==> src/rtl/dllf_pkg.sv <==
package dllf_pkg;
  localparam int CW = 32;
  localparam logic [7:0] START_PT = 8'h10;
  localparam logic [7:0] STEP_INC = 8'h10;

  typedef enum logic [3:0] {
    ST_IDLE, ST_PARAM, ST_GAP1, ST_ON, ST_GAP2, ST_GO,
    ST_POLL, ST_FORCE, ST_GAP3, ST_OFF
  } seq_st_t;

  // parameter word: increment and start point, loop off
  function automatic logic [CW-1:0] base_word();
    return {8'h00, STEP_INC, START_PT, 8'h00};
  endfunction

  function automatic logic is_locked(input logic [CW-1:0] s);
    return &s[2:0];
  endfunction

  function automatic logic [7:0] lock_code(input logic [CW-1:0] s);
    return s[13:6];
  endfunction

  // code lands in [31:24]; bits 20 and 12 fixed; bit0 force, bit1 tracking
  function automatic logic [CW-1:0] frozen_word(input logic [7:0] code,
                                                input logic keep_track);
    return {code, 24'h0} | 32'h0010_0000 | 32'h0000_1000 |
           {30'b0, keep_track, 1'b1};
  endfunction
endpackage

==> src/rtl/dllf_poll_timer.sv <==
module dllf_poll_timer #(
  parameter int TO_W = 16
) (
  input  logic            clk,
  input  logic            rst_n,
  input  logic            load_i,
  input  logic [TO_W-1:0] limit_i,
  input  logic            run_i,
  output logic            expired_o
);
  logic [TO_W-1:0] lim_q;
  logic [TO_W-1:0] cnt_q;

  always_ff @(posedge clk) begin
    if (!rst_n) begin
      lim_q <= '0;
      cnt_q <= '0;
    end else if (load_i) begin
      lim_q <= limit_i;
      cnt_q <= '0;
    end else if (run_i && cnt_q != lim_q) begin
      cnt_q <= cnt_q + 1'b1;
    end
  end

  assign expired_o = run_i && (cnt_q == lim_q);
endmodule

==> src/rtl/dllf_seq_fsm.sv <==
module dllf_seq_fsm
  import dllf_pkg::*;
(
  input  logic          clk,
  input  logic          rst_n,
  input  logic          start_i,
  input  logic          off_mode_i,
  input  logic [CW-1:0] status_i,
  input  logic          tmo_i,
  output seq_st_t       st_o,
  output logic [7:0]    code_o,
  output logic          accept_o,
  output logic          lock_evt_o,
  output logic          tmo_evt_o,
  output logic          busy_o,
  output logic          done_o,
  output logic          err_o
);
  seq_st_t st_q, st_d;
  logic    mode_q;
  logic    done_q, err_q;
  logic [7:0] code_q;

  assign accept_o   = (st_q == ST_IDLE) && start_i;
  assign lock_evt_o = (st_q == ST_POLL) && is_locked(status_i);
  assign tmo_evt_o  = (st_q == ST_POLL) && !is_locked(status_i) && tmo_i;

  always_comb begin
    st_d = st_q;
    unique case (st_q)
      ST_IDLE:  if (start_i) st_d = ST_PARAM;
      ST_PARAM: st_d = ST_GAP1;
      ST_GAP1:  st_d = ST_ON;
      ST_ON:    st_d = ST_GAP2;
      ST_GAP2:  st_d = ST_GO;
      ST_GO:    st_d = ST_POLL;
      ST_POLL: begin
        if (lock_evt_o)     st_d = ST_FORCE;
        else if (tmo_evt_o) st_d = ST_IDLE;
      end
      ST_FORCE: st_d = mode_q ? ST_GAP3 : ST_IDLE;
      ST_GAP3:  st_d = ST_OFF;
      ST_OFF:   st_d = ST_IDLE;
      default:  st_d = ST_IDLE;
    endcase
  end

  always_ff @(posedge clk) begin
    if (!rst_n) begin
      st_q   <= ST_IDLE;
      mode_q <= 1'b0;
      done_q <= 1'b0;
      err_q  <= 1'b0;
      code_q <= '0;
    end else begin
      st_q <= st_d;
      if (accept_o) begin
        mode_q <= off_mode_i;
        done_q <= 1'b0;
        err_q  <= 1'b0;
      end
      if (lock_evt_o) code_q <= lock_code(status_i);
      if (tmo_evt_o)  err_q  <= 1'b1;
      if ((st_q == ST_FORCE && !mode_q) || st_q == ST_OFF) done_q <= 1'b1;
    end
  end

  assign st_o   = st_q;
  assign code_o = code_q;
  assign busy_o = (st_q != ST_IDLE);
  assign done_o = done_q;
  assign err_o  = err_q;
endmodule

==> src/rtl/dllf_word_gen.sv <==
module dllf_word_gen
  import dllf_pkg::*;
(
  input  seq_st_t       st_i,
  input  logic [7:0]    code_i,
  output logic [CW-1:0] word_o,
  output logic          wr_o
);
  always_comb begin
    word_o = '0;
    wr_o   = 1'b1;
    unique case (st_i)
      ST_PARAM: word_o = base_word();
      ST_ON:    word_o = base_word() | 32'h2;
      ST_GO:    word_o = base_word() | 32'h3;
      ST_FORCE: word_o = frozen_word(code_i, 1'b1);
      ST_OFF:   word_o = frozen_word(code_i, 1'b0);
      default:  wr_o   = 1'b0;
    endcase
  end
endmodule

==> src/rtl/dll_lockfreeze_ctrl.sv <==
module dll_lockfreeze_ctrl
  import dllf_pkg::*;
#(
  parameter int TO_W = 16
) (
  input  logic            clk,
  input  logic            rst_n,
  input  logic            start_i,
  input  logic            off_mode_i,
  input  logic [TO_W-1:0] poll_limit_i,
  input  logic [31:0]     status_i,
  output logic [31:0]     ctrl_word_o,
  output logic            ctrl_wr_o,
  output logic            busy_o,
  output logic            done_o,
  output logic            err_o
);
  seq_st_t    st_w;
  logic [7:0] code_w;
  logic       accept_w, lock_evt_w, tmo_evt_w, tmo_w;
  logic       force_wr_w;

  dllf_seq_fsm u_fsm (
    .clk(clk), .rst_n(rst_n), .start_i(start_i), .off_mode_i(off_mode_i),
    .status_i(status_i), .tmo_i(tmo_w), .st_o(st_w), .code_o(code_w),
    .accept_o(accept_w), .lock_evt_o(lock_evt_w), .tmo_evt_o(tmo_evt_w),
    .busy_o(busy_o), .done_o(done_o), .err_o(err_o)
  );

  dllf_poll_timer #(.TO_W(TO_W)) u_tmr (
    .clk(clk), .rst_n(rst_n), .load_i(accept_w), .limit_i(poll_limit_i),
    .run_i(st_w == ST_POLL), .expired_o(tmo_w)
  );

  dllf_word_gen u_gen (
    .st_i(st_w), .code_i(code_w), .word_o(ctrl_word_o), .wr_o(ctrl_wr_o)
  );

  assign force_wr_w = (st_w == ST_FORCE);
endmodule

==> config.mk <==
export PLATFORM = sky130hd
export DESIGN_NAME = dll_lockfreeze_ctrl
export DESIGN_NICKNAME = d
export VERILOG_FILES = /design/src/rtl/dllf_pkg.sv /design/src/rtl/dllf_poll_timer.sv /design/src/rtl/dllf_seq_fsm.sv /design/src/rtl/dllf_word_gen.sv /design/src/rtl/dll_lockfreeze_ctrl.sv
export SDC_FILE = /design/constraint.sdc
export NUM_CORES = 1
export LEC_CHECK = 0
export CAP_MARGIN = 40
export CORE_AREA = 4 4 61 105
export DETAILED_ROUTE_END_ITERATION = 10
export DIE_AREA = 0 0 65 109
export GPL_ROUTABILITY_DRIVEN = 0
export PLACE_DENSITY_LB_ADDON = 0.15
export SYNTH_ARGS = -nofsm -noshare
export SYNTH_HDL_FRONTEND = slang
export SYNTH_SLANG_ARGS = --single-unit
==> constraint.sdc <==
create_clock -name clk -period 3.05 [get_ports clk]
set_input_delay 0.61 -clock clk [delete_from_list [all_inputs] [get_ports clk]]
set_output_delay 0.61 -clock clk [all_outputs]
set_load 0.02 [all_outputs]
==> results of run 1 <==
==> routing by layer <==
metal	track usage (%)	wire length, um	up-vias
met1	17.4	2090	957
li1	-	-	1075
met5	0	0	-
met2	28.7	2960	47
met3	3.61	251	8
met4	6.51	107	0
==> path summary, 6_finish.rpt <==
| kind | start | endpoint | slack (ns) | cells after the start |
|---|---|---|---|---|
| max | u_fsm.st_o[2]$_SDFFE_PN0P_ | ctrl_word_o[26] | 0.26 | 6 |
| min | u_tmr.lim_q[1]$_SDFFE_PN0P_ | u_tmr.lim_q[1]$_SDFFE_PN0P_ | 0.47 | 2 |
| max reg2reg | u_fsm.st_o[0]$_SDFFE_PN0P_ | u_tmr.cnt_q[13]$_SDFFE_PP0P_ | 0.82 | 6 |
| min reg2reg | u_tmr.lim_q[1]$_SDFFE_PN0P_ | u_tmr.lim_q[1]$_SDFFE_PN0P_ | 0.47 | 2 |
==> sequential cells by signal, summed over array words and instances, names as in the netlist <==
signal	cells
u_fsm.done_o	1
u_fsm.err_o	1
u_fsm.st_o	4
u_fsm.mode_q	1
u_fsm.code_o	8
u_tmr.lim_q	16
u_tmr.cnt_q	16
==> worst register-to-register path: cells and delay by family (launching register included) <==
family	cells	cell delay, ns
and+or+nand+nor	4	1.44
buffers and inverters	1	0.19
DFF	1	0.39
AOI/OAI and AO/OA	1	0.14
==> kinds of logic after synthesis <==
kind of cell | Yosys count | share of synthesized area (%)
AO/OA/AOI/OAI | 63 | 14.8
XOR/XNOR | 16 | 5.74
adder cells (fa/ha/maj) | 1 | 0.512
buffers and inverters | 42 | 10.8
flip-flops | 47 | 38.5
multiplexers | 8 | 3.28
other | 1 | 0.154
AND/OR/NAND/NOR | 122 | 26.3
==> layout make-up <==
| type | count | area (um^2) | share of cell area (%) |
|---|---|---|---|
| Tap cell | 76 | 95.1 | 3.21 |
| Clock buffer | 5 | 68.8 | 2.32 |
| Inverter | 4 | 15.0 | 0.506 |
| Timing Repair Buffer | 50 | 490 | 16.5 |
| Multi-Input combinational cell | 230 | 1320 | 44.5 |
| Clock inverter | 2 | 37.5 | 1.27 |
| Sequential cell | 47 | 941 | 31.7 |
==> report_power, final <==
| group | switching, W | internal, W |
|---|---|---|
| logic | 0.000128 | 0.0000926 |
| clock network | 0.000205 | 0.000240 |
| registers | 0.0000191 | 0.000634 |
| total | 0.000352 | 0.000966 |
==> placed cells by master, fill, tap and decap left out, types with 2 or more instances in the layout <==
master            n
and2_1           11
buf_4             4
conb_1           20
nor2_1           15
or4_1             7
o211ai_1          3
inv_1             3
o21ai_0          13
clkdlybuf4s50_1  46
or3_1             8
nand4_1          12
nor4_1            2
nand3b_1          2
xnor2_1          16
nand3_1           6
dfxtp_1          47
clkbuf_8          5
mux2i_1           8
a21oi_1          34
nor2b_1           3
nand2_1          45
o31ai_1           5
==> stage by stage <==
step	std cells	hold WS (ns)	util (%)
after global placement	407	0.457	51.6
after detailed placement	407	0.464	51.6
final	414	0.470	53.5
after floorplan	319	0.446	-
after CTS	414	0.476	53.5
after global routing	414	0.497	53.5
==> run metrics, run 1 <==
#FFs+latches synth=47; Worst VDD drop=318 uV; I/O pins=88; Iter 0 DRT Violations=100; GR Overflow Total=0; initial antenna violation count=0; top-area cell type share of the netlist area=38.5%; Synth area leader=dfxtp_1; # diodes=0; Avg WL per Cell=between 10 and 15 um; EDFF count, synth=0; final setup margin=between 0.2 and 0.3 ns; FILL cells=568; post-synth cell types=45; Leak=0.993 nW; placed inst area=2860 um^2; Warnings, synthesis=0; TritonCTS buffer count=5; critical path's slowest cell=clkdlybuf4s50_1; Max clock buf depth=2; core outline area=5540 um^2; Vias=~2.1k; power per cell area=444 nW/um^2; setup bufs post-CTS=0; Post-Syn Area=2440 um^2; post-synthesis cell count=300; final hold vios=0; clk root buf=clkbuf_8; clk sinks=between 40 and 50; largest net degree at the start of global routing=34; Critical Path RT=about 2.4 ns; Tcrit/Tclk final=91.4%; CP arrival=between 2 and 2.5 ns; hold_buf cts=0; GRT Util Overall=15.8%; Mean Syn Cell Area=8.14 um^2; DRC Markers=0; worst hold path type=reg -> reg; Rel. slew slack=61.1%; routed vias/inst=5.04; fin nets=slightly below 400; DP Wirelength=4.11 mm; Maximum Capacitance Violations=0; RSZ-0062 raised after global routing=no; vias in the first global route=1968; crit path launch type=flop; Slew @ Worst Pin=0.584 ns; # resized after CTS=0; global-route wire length before repair=between 8 and 9 mm; cells along the critical path=nor2_1 -> nand2_1 -> a21boi_0 -> buf_4 -> and2_1 -> clkdlybuf4s50_1; final wirelength=5.40 mm; DIE AREA=around 7100 um^2; # rows=36; Starting Density=44.1%; status=finished clean; synth cell count leaders=47 x dfxtp_1, 45 x nand2_1, 34 x a21oi_1, 23 x buf_4, 16 x xnor2_1; Port-buffer cells=46; Clk Latency, worst-skew pair=0.29 ns; CP max FO=11; fin area=approximately 3000 um^2; Area contributors post-synth=dfxtp_1 39%, buf_4 7.1%, a21oi_1 7.0%; Top FF cell, synth=dfxtp_1; crit path time final=2.79 ns; Final Skew=0.00347 ns; area grow syn2layout=21.5%; CP Class=reg -> out; max incr delay on CP=around 0.60 ns; Post-synth ARST share=0%; dpl ws=0.576 ns; Largest delay share family, worst path=buffers and inverters; Tot Pwr=around 0.0013 W; setup violators final=0; share of cells above drive strength 1=under 10%; Final Max Tran Viols=0; sequential area share after synthesis=38.5%; CTS tree=yes; CP endpoint kind=primary output; H-tree depth=2; top-count cell post-synth=dfxtp_1; die width=65 um; Die Span Y=109 um; worst path bufs/invs=2; Post-DRT Antenna Nets=0; Fmax achieved=359 MHz; CTS clk-pin slew, worst paths=around 0.090 ns; Post-Route Setup TNS=0 ns; drt pass-1 iters=4
Note: power is estimated with default switching activity, not from simulation.
==> inputs of run 2 (changes only) <==
- HOLD_SLACK_MARGIN: default -> 0.03
==> results of run 2 <==
Final layout, timing and power as in run 1 (identical DEF).
